<file path="config.mk">
export PLATFORM = sky130hd
export DESIGN_NAME = tlatch_pair
export DESIGN_NICKNAME = d
export VERILOG_FILES = /design/src/rtl/tlatch_pkg.sv /design/src/rtl/tlatch_cross.sv /design/src/rtl/tlatch_group.sv /design/src/rtl/tlatch_unit.sv /design/src/rtl/tlatch_pair.sv
export SDC_FILE = /design/constraint.sdc
export NUM_CORES = 2
export LEC_CHECK = 0
export ABC_AREA = 0
export BUFFER_PORTS_ARGS = -buffer_cell sky130_fd_sc_hd__buf_2
export CAP_MARGIN = 0
export CORE_ASPECT_RATIO = 1.2
export CORE_MARGIN = 2
export CORE_UTILIZATION = 41
export DETAILED_ROUTE_END_ITERATION = 16
export PLACE_DENSITY = 0.64
export SLEW_MARGIN = 20
export SYNTH_ARGS = -nofsm -noshare
export SYNTH_HDL_FRONTEND = slang
export SYNTH_HIERARCHICAL = 1
export SYNTH_SLANG_ARGS = --single-unit
</file>
<file path="constraint.sdc">
create_clock -name clk -period 3 [get_ports clk]
set_input_delay 0 -clock clk [delete_from_list [all_inputs] [get_ports clk]]
set_output_delay 0 -clock clk [all_outputs]
set_load 0.005 [all_outputs]
</file>
<file path="src/rtl/tlatch_pkg.sv">
package tlatch_pkg;

    localparam int GRP_W    = 32;
    localparam int NUM_GRP  = 4;
    localparam int NUM_INST = 2;

    // register selector held in the low address bits
    typedef enum logic [1:0] {
        SEL_PEND = 2'd0,
        SEL_EN   = 2'd1,
        SEL_EDGE = 2'd2,
        SEL_NONE = 2'd3
    } reg_sel_e;

    // clock-crossing style of one trigger bit
    typedef enum logic [1:0] {
        XING_DIRECT = 2'd0,
        XING_SYNC2  = 2'd1,
        XING_TOGGLE = 2'd2
    } xing_e;

    // per-bit conditioned trigger: level and capture event
    typedef struct packed {
        logic lvl;
        logic evt;
    } xout_t;

    function automatic xing_e xing_of(input logic is_sync, input logic is_tog);
        if (is_tog)  return XING_TOGGLE;
        if (is_sync) return XING_SYNC2;
        return XING_DIRECT;
    endfunction

endpackage

</file>
<file path="src/rtl/tlatch_cross.sv">
module tlatch_cross
    import tlatch_pkg::*;
#(
    parameter xing_e MODE = XING_DIRECT
) (
    input  logic  clk,
    input  logic  rst,
    input  logic  raw_i,
    output xout_t out_o
);

    logic lvl;
    logic lvl_d;

    generate
        if (MODE == XING_DIRECT) begin : g_dir
            assign lvl = raw_i;
        end else begin : g_sync
            logic       s1;
            logic       s2;
            logic [1:0] age;

            always_ff @(posedge clk) begin
                if (rst) begin
                    s1  <= 1'b0;
                    s2  <= 1'b0;
                    age <= 2'd0;
                end else begin
                    s1 <= raw_i;
                    s2 <= s1;
                    if (age != 2'd3) age <= age + 2'd1;
                end
            end
            assign lvl = s2;


            sync_depth_chk: assert property (@(posedge clk) disable iff (rst)
                (age == 2'd3) |-> (s2 == $past(raw_i, 2)));
        end
    endgenerate

    always_ff @(posedge clk) begin
        if (rst) lvl_d <= 1'b0;
        else     lvl_d <= lvl;
    end

    always_comb begin
        out_o.lvl = lvl;
        if (MODE == XING_TOGGLE) out_o.evt = lvl ^ lvl_d;
        else                     out_o.evt = lvl & ~lvl_d;
    end

endmodule

</file>
<file path="src/rtl/tlatch_group.sv">
module tlatch_group
    import tlatch_pkg::*;
#(
    parameter int           W        = GRP_W,
    parameter logic [W-1:0] SYNC_SEL = '0,
    parameter logic [W-1:0] TOG_SEL  = '0
) (
    input  logic         clk,
    input  logic         rst,
    input  logic [W-1:0] raw_i,
    input  logic         pend_wr_i,
    input  logic         en_wr_i,
    input  logic         edge_wr_i,
    input  logic [W-1:0] wdata_i,
    output logic [W-1:0] pend_o,
    output logic [W-1:0] en_o,
    output logic [W-1:0] edge_o,
    output logic         sum_o
);

    localparam logic [W-1:0] FORCE_EDGE = TOG_SEL;

    xout_t        xo [W];
    logic [W-1:0] lvl;
    logic [W-1:0] evt;
    logic [W-1:0] pend_q, en_q, edge_q;
    logic [W-1:0] edge_eff, w1c, pend_nxt;

    generate
        for (genvar b = 0; b < W; b++) begin : g_bit
            tlatch_cross #(.MODE(xing_of(SYNC_SEL[b], TOG_SEL[b]))) u_x (
                .clk   (clk),
                .rst   (rst),
                .raw_i (raw_i[b]),
                .out_o (xo[b])
            );
            assign lvl[b] = xo[b].lvl;
            assign evt[b] = xo[b].evt;
        end
    endgenerate

    always_comb begin
        edge_eff = edge_q | FORCE_EDGE;
        w1c      = pend_wr_i ? wdata_i : '0;
        pend_nxt = (edge_eff & ((pend_q & ~w1c) | (evt & en_q)))
                 | (~edge_eff & lvl & en_q);
    end

    always_ff @(posedge clk) begin
        if (rst) begin
            pend_q <= '0;
            en_q   <= '0;
            edge_q <= '0;
        end else begin
            pend_q <= pend_nxt;
            if (en_wr_i)   en_q   <= wdata_i;
            if (edge_wr_i) edge_q <= wdata_i;
        end
    end

    assign pend_o = pend_q;
    assign en_o   = en_q;
    assign edge_o = edge_q;
    assign sum_o  = |(pend_q & en_q);


    edge_sticky_chk: assert property (@(posedge clk) disable iff (rst)
        1'b1 |=> (($past(pend_q & edge_eff & ~w1c) & ~pend_q) == '0));


    w1c_clear_chk: assert property (@(posedge clk) disable iff (rst)
        (|(w1c & edge_eff & ~evt)) |=> ((pend_q & $past(w1c & edge_eff & ~evt)) == '0));


    masked_no_set_chk: assert property (@(posedge clk) disable iff (rst)
        1'b1 |=> ((pend_q & ~$past(pend_q) & ~$past(en_q)) == '0));

endmodule

</file>
<file path="src/rtl/tlatch_unit.sv">
module tlatch_unit
    import tlatch_pkg::*;
#(
    parameter int                           G        = NUM_GRP,
    parameter int                           W        = GRP_W,
    parameter logic [G*W-1:0]               SYNC_SEL = '0,
    parameter logic [G*W-1:0]               TOG_SEL  = '0,
    localparam int                          GAW      = $clog2(G)
) (
    input  logic           clk,
    input  logic           rst,
    input  logic [G*W-1:0] trig_i,
    input  logic           wr_en_i,
    input  logic [GAW-1:0] wr_grp_i,
    input  reg_sel_e       wr_sel_i,
    input  logic [W-1:0]   wr_data_i,
    input  logic [GAW-1:0] rd_grp_i,
    input  reg_sel_e       rd_sel_i,
    output logic [W-1:0]   rd_data_o,
    output logic [G-1:0]   grp_sum_o,
    output logic           sum_o
);

    logic [W-1:0] pend_a [G];
    logic [W-1:0] en_a   [G];
    logic [W-1:0] edge_a [G];

    generate
        for (genvar g = 0; g < G; g++) begin : g_grp
            logic hit;
            assign hit = wr_en_i && (wr_grp_i == GAW'(g));

            tlatch_group #(
                .W        (W),
                .SYNC_SEL (SYNC_SEL[g*W +: W]),
                .TOG_SEL  (TOG_SEL[g*W +: W])
            ) u_grp (
                .clk       (clk),
                .rst       (rst),
                .raw_i     (trig_i[g*W +: W]),
                .pend_wr_i (hit && (wr_sel_i == SEL_PEND)),
                .en_wr_i   (hit && (wr_sel_i == SEL_EN)),
                .edge_wr_i (hit && (wr_sel_i == SEL_EDGE)),
                .wdata_i   (wr_data_i),
                .pend_o    (pend_a[g]),
                .en_o      (en_a[g]),
                .edge_o    (edge_a[g]),
                .sum_o     (grp_sum_o[g])
            );
        end
    endgenerate

    always_comb begin
        unique case (rd_sel_i)
            SEL_PEND: rd_data_o = pend_a[rd_grp_i];
            SEL_EN:   rd_data_o = en_a[rd_grp_i];
            SEL_EDGE: rd_data_o = edge_a[rd_grp_i];
            default:  rd_data_o = '0;
        endcase
    end

    assign sum_o = |grp_sum_o;

endmodule

</file>
<file path="src/rtl/tlatch_pair.sv">
module tlatch_pair
    import tlatch_pkg::*;
#(
    parameter int  NI = NUM_INST,
    parameter int  NG = NUM_GRP,
    parameter int  W  = GRP_W,
    parameter logic [NI*NG*W-1:0] SYNC_SEL =
        {NI{32'h0, 32'h0, 32'hFFFF_FFFF, 32'h0}},
    parameter logic [NI*NG*W-1:0] TOG_SEL =
        {NI{32'h0, 32'h0000_000F, 32'h0, 32'h0}},
    localparam int GAW    = $clog2(NG),
    localparam int IAW    = $clog2(NI),
    localparam int ADDR_W = 2 + GAW + IAW,
    localparam int UNIT_W = NG * W
) (
    input  logic                clk,
    input  logic                rst,
    input  logic [NI*NG*W-1:0]  trig_i,
    input  logic                wr_en_i,
    input  logic [ADDR_W-1:0]   wr_addr_i,
    input  logic [W-1:0]        wr_data_i,
    input  logic [ADDR_W-1:0]   rd_addr_i,
    output logic [W-1:0]        rd_data_o,
    output logic [NI*NG-1:0]    grp_sum_o,
    output logic [NI-1:0]       inst_sum_o,
    output logic                sev_o
);

    logic [IAW-1:0] wr_inst, rd_inst;
    logic [GAW-1:0] wr_grp, rd_grp;
    reg_sel_e       wr_sel, rd_sel;
    logic [W-1:0]   rd_a [NI];

    assign wr_sel  = reg_sel_e'(wr_addr_i[1:0]);
    assign wr_grp  = wr_addr_i[2 +: GAW];
    assign wr_inst = wr_addr_i[2+GAW +: IAW];
    assign rd_sel  = reg_sel_e'(rd_addr_i[1:0]);
    assign rd_grp  = rd_addr_i[2 +: GAW];
    assign rd_inst = rd_addr_i[2+GAW +: IAW];

    generate
        for (genvar i = 0; i < NI; i++) begin : g_inst
            tlatch_unit #(
                .G        (NG),
                .W        (W),
                .SYNC_SEL (SYNC_SEL[i*UNIT_W +: UNIT_W]),
                .TOG_SEL  (TOG_SEL[i*UNIT_W +: UNIT_W])
            ) u_unit (
                .clk       (clk),
                .rst       (rst),
                .trig_i    (trig_i[i*UNIT_W +: UNIT_W]),
                .wr_en_i   (wr_en_i && (wr_inst == IAW'(i))),
                .wr_grp_i  (wr_grp),
                .wr_sel_i  (wr_sel),
                .wr_data_i (wr_data_i),
                .rd_grp_i  (rd_grp),
                .rd_sel_i  (rd_sel),
                .rd_data_o (rd_a[i]),
                .grp_sum_o (grp_sum_o[i*NG +: NG]),
                .sum_o     (inst_sum_o[i])
            );
        end
    endgenerate

    assign rd_data_o = rd_a[rd_inst];
    assign sev_o     = |inst_sum_o;

endmodule

</file>
# Yosys cells after proc, flatten, opt, wreduce, memory -nomap -nowiden
# Index checks and enable logic that the tools add are counted.
# W data, S select, Z words.
dict set report totals {
  register_bits 1168
  inputBits 301
  output_inout_bits 43
  wordCells 1099
}
dict set report classes {
  magnitude_cmp 2
  n_eq_ne 7
  muxes 31
  bitwise_logic 587
  reduce_logical 48
}
# op n
set ops {}
lappend ops {{$and A32 B32 Y32} 48}
lappend ops {{$mux W32} 23}
lappend ops {{$not A32 Y32} 16}
lappend ops {{$or A32 B32 Y32} 16}
lappend ops {{$bmux W32 S2} 6}
lappend ops {{$reduce_or A128 Y1} 2}
lappend ops {{$reduce_or A256 Y1} 1}
lappend ops {{$reduce_or A32 Y1} 8}
lappend ops {{$not A1 Y1} 249}
lappend ops {{$and A1 B1 Y1} 248}
lappend ops {{$pmux W32 S3} 2}
lappend ops {{$logic_and A1 B1 Y1} 34}
lappend ops {{$eq A2 B2 Y1 const B} 4}
lappend ops {{$xor A1 B1 Y1} 8}
lappend ops {{$eq A2 B1 Y1 const B} 3}
lappend ops {{$logic_not A2 Y1} 3}
lappend ops {{$ge A3 B3 Y1 const B} 1}
lappend ops {{$not A2 Y3} 1}
lappend ops {{$ge A2 B2 Y1 const B} 1}
lappend ops {{$not A1 Y2} 1}

# Longest topological paths before layout
dict set report depth {
  depth_word 10
  depth_mapped 7
  mapped_depth_nobuf 6
}

# By module
# The synthesis kept the hierarchy.
# module n_inst cells_per_inst area_per_inst_um2 seq_area_each_um2
set modules_own_cells {}
lappend modules_own_cells {{tlatch_group (g_inst[0].u_unit.g_grp[0].u_grp ...)} 6 427 4073.9 1921.8}
lappend modules_own_cells {{tlatch_cross (g_inst[0].u_unit.g_grp[0].u_grp.g_bit[0].u_x ...)} 184 4 55.1 20.0}
lappend modules_own_cells {{tlatch_group (g_inst[0].u_unit.g_grp[2].u_grp ...)} 2 396 3916.3 1921.8}
lappend modules_own_cells {{tlatch_cross (g_inst[0].u_unit.g_grp[1].u_grp.g_bit[0].u_x ...)} 72 8 95.1 60.1}
lappend modules_own_cells {{tlatch_unit (g_inst[0].u_unit)} 1 247 2964.1 0.0}
lappend modules_own_cells {{tlatch_unit (g_inst[1].u_unit)} 1 247 2959.1 0.0}
lappend modules_own_cells {tlatch_pair 1 39 563.0 0.0}

# Least setup slack after synthesis
# OpenSTA, ideal clock, no wires.
dict set report synth_path {
  kind {register to output}
  startpoint {register g_inst[1].u_unit.g_grp[1].u_grp.pend_q[23]}
  endpoint {output port sev_o}
  t_arrival_ps 1987
  required_ps 3000
  setup_slack_ps 1013
  path_stages_with_launch 6
  path_buffers 0
  cell_sequence {dfxtp_1 -> a22oi_2 -> nand4_1 -> or4_1 -> or4_1 -> or2_2}
}
dict set report synth_between {
  elab_chain_cells 2
}
# item line
set synth_rtl {}
lappend synth_rtl {{from (decl)} tlatch_group.sv:26} ;# logic [W-1:0] pend_q, en_q, edge_q;
lappend synth_rtl {{from (signal assigned)} tlatch_group.sv:55} ;# pend_q <= pend_nxt;
lappend synth_rtl {{$and A32 B32 Y32} tlatch_group.sv:64} ;# assign sum_o = |(pend_q & en_q);
lappend synth_rtl {{$reduce_or A256 Y1} tlatch_pair.sv:66} ;# assign sev_o = |inst_sum_o;
lappend synth_rtl {{to (decl)} tlatch_pair.sv:26} ;# output logic sev_o
# No other way between the ends.

# Worst setup path in the final report
dict set report layout_path {
  startpoint {register g_inst[1].u_unit.g_grp[3].u_grp.en_q[24]}
  endpoint {output port sev_o}
}
dict set report layout_between {
  elab_chain_cells 2
}
# item line
set layout_rtl {}
lappend layout_rtl {{from (decl)} tlatch_group.sv:26}
lappend layout_rtl {{from (signal assigned)} tlatch_group.sv:56} ;# if (en_wr_i) en_q <= wdata_i;
lappend layout_rtl {{$and A32 B32 Y32} tlatch_group.sv:64}
lappend layout_rtl {{$reduce_or A256 Y1} tlatch_pair.sv:66}
# No other way between the ends.

==> qor.csv <==
stage,metric,value,unit
grt,grt_max_degree,109,
grt,grt_pass1_wl,270,mm
worst_setup_path,cp-end-kind,primary output,
die,design.core.area,135000,µm²
drt,drt-initial-drc-count,3853,
worst_setup_path,reg2reg_to,g_inst[0].u_unit/g_grp[3].u_grp/pend_o[19],
drt,vias,42029,
synth,syn-instance-count,5191,
worst_hold_path,worstHoldStart,trig_i[57],
clock_tree,htreeDepth,4,
worst_hold_path,hp-class,in2reg,
place,dp_hpwl,126,mm
power,power.leakage,0.0251,µW
power,p_switching,8260,µW
timing,slew_violations,0,
synth,ys_warn_count,6,
timing,setup_viol,2,
worst_setup_path,arrival,3.28,ns
worst_setup_path,crit_path_max_incr_delay,0.62,ns
power,ir_drop,536,µV
cells_and_area,nNetsFinal,6002,
synth,syn_area,55700,µm²
run_status,status,"finished, violations left",
synth,syn-num-nets,5492,
drt,drt-wirelength-per-cell,24.4,µm
clock_tree,clock_sinks,1168,
drt,antenna_left,0,
clock_tree,clock_path_buffers,3,
die,rows,148,
power,netSwitchingFraction,0.234,
grt,grt_usage,0.260,
clock_tree,clk_latency,0.76,ns
worst_setup_path,worstRegToRegCells,5,
power,powerDensity,526,nW/µm²
drt,wirelength,186,mm
drt,dr.pass1.iters,5,
worst_setup_path,worstPathMaxFanout,5,
clock_tree,cts_buffers,131,
timing,worst_slack,-0.285,ns
die,ios,344,
worst_setup_path,r2r_slack,1.55,ns
timing,fin_crit,3.28,ns
clock_tree,cts_root_buf,clkbuf_16,
clock_tree,tritoncts,done,
place,dpl_worst_slack,0.231,ns
worst_setup_path,startpoint_type,flop,
timing,setup_tns,-0.317,ns
worst_setup_path,slowest_stage,or4_1,
worst_hold_path,hold-path-cell-count,3,
worst_setup_path,critPathBufInv,1,
cells_and_area,final_layout_size_suffix_gt1_frac,0.252,
power,power_frac_seq,0.456,
place,place.gp.congestion,0.910,
synth,syn_area_per_cell,10.7,µm²
timing,skew,0.0200,ns
worst_setup_path,required,3.00,ns
timing,final_hold_viol_count,0,
power,finalPower,35200,µW
worst_setup_path,startpoint,g_inst[1].u_unit/g_grp[3].u_grp/en_o[24],
worst_setup_path,path_cells,a22oi_2 -> nand4_1 -> or4_1 -> or4_4 -> or2_4 -> buf_6,
power,intPower,27000,µW
cells_and_area,area_delta_synth_final,20.3,%
die,die_h,408,µm
die,start_util,0.412,
grt,overflow,0,
run_status,violations,negative setup slack,
grt,antenna_found_initial,26,
timing,rsz0062_at_grt,true,
drt,drc,0,
timing,slew_headroom,0.512,
place,port_buffers,343,
power,clockPowerShare,0.465,
cells_and_area,nFillCells,12232,
cells_and_area,utilization,0.495,
drt,routed_via_density,5.53,
die,die_area,139000,µm²
die,die_width,340,µm
power,combPwrFrac,0.080,
timing,fmax,0.304,GHz
grt,grt_pass1_vias,41053,
clock_tree,clk_pin_slew,0.06,ns
timing,tightest_slew,0.732,ns
job,drv_cap,0,
timing,fin_crit_sh,1.09,
worst_setup_path,path_class,reg2out,
worst_setup_path,path_delay_family,simple AND/OR/NAND/NOR gates,
-- worst max path at each step --
stage                       end  slack [ns]  cells after the start
after floorplan           sev_o        1.01                      5
after global placement    sev_o        0.25                      6
after detailed placement  sev_o        0.23                      7
after CTS                 sev_o       -0.28                      7
after global routing      sev_o       -0.27                      6
final                     sev_o       -0.28                      6
-- layout make-up --
cell class	count	area (µm²)	area share
Clock buffer	200	4010	0.0599
Multi-Input combinational cell	3529	29500	0.441
Timing Repair Buffer	871	7400	0.111
Sequential cell	1168	23400	0.349
Antenna cell	6	15.0	0.000224
Tap cell	1800	2250	0.0336
Clock inverter	32	359	0.00536
-- sequential cells by signal, summed over array words and instances (netlist names) --
signal,flops
g_inst.u_unit/g_grp.u_grp/g_bit.u_x/g_sync.s2,72
g_inst.u_unit/g_grp.u_grp/en_o,256
g_inst.u_unit/g_grp.u_grp/g_bit.u_x/lvl_d,256
g_inst.u_unit/g_grp.u_grp/pend_o,256
g_inst.u_unit/g_grp.u_grp/g_bit.u_x/g_sync.s1,72
g_inst.u_unit/g_grp.u_grp/edge_o,256
-- per-layer routing --
layer,GRT usage,part of all wire
met1,0.344,0.42
met2,0.421,0.47
met3,0.0468,0.079
met4,0.0958,0.036
met5,0,0.00031
-- cells in the final DEF, fill, tap and decap left out, drive strengths merged --
master       instances
nand2b               4
and2               203
diode                6
a21boi             202
mux4               192
inv                  3
or2                  1
a22oi              200
o21ai              202
xor2                 8
clkinv              20
nor3                 6
bufinv               7
buf                443
nand2              184
nand4               32
clkinvlp             2
nor2               586
dfxtp             1168
clkbuf             201
nor2b              653
mux2                78
or4                 10
mux2i              512
dlygate4sd3        427
or3b                 2
nand3b             206
a32oi               46
a21oi              202
-- worst min-delay path, delay by kind of cell --
| family | cells | cell delay (ns) |
|---|---|---|
| AND/OR/NAND/NOR | 1 | 0.11 |
| buffers and inverters | 2 | 0.63 |
-- power by group through the flow --
stage / sequential (µW) / clock [µW] / combinational (µW)
detailed placement: 16400 / 0 / 2300
CTS: 16100 / 16700 / 2780
floorplan: 16300 / 0 / 1450
global route: 16100 / 17300 / 2950
finish: 16100 / 16400 / 2810
global placement: 16400 / 0 / 2280
-- per-stage QoR --
stage | area (µm²) | instances | hold slack (ns)
after floorplan | 55700 | 5191 | 0.0643
after global placement | 58100 | 6938 | 0.211
after detailed placement | 58100 | 6938 | 0.212
after CTS | 66800 | 7599 | 0.000393
after global routing | 66900 | 7601 | 0.0242
final | 67000 | 7606 | 0.0208
-- timing repair --
action	4_1_cts	5_1_grt
resized for setup	25	27
endpoints found under the hold margin	1070	0
setup buffers	2	1
hold buffers	427	0
endpoints found under the setup margin	3	3
pin swaps	7	12
Power figures use the tool's default switching activity.
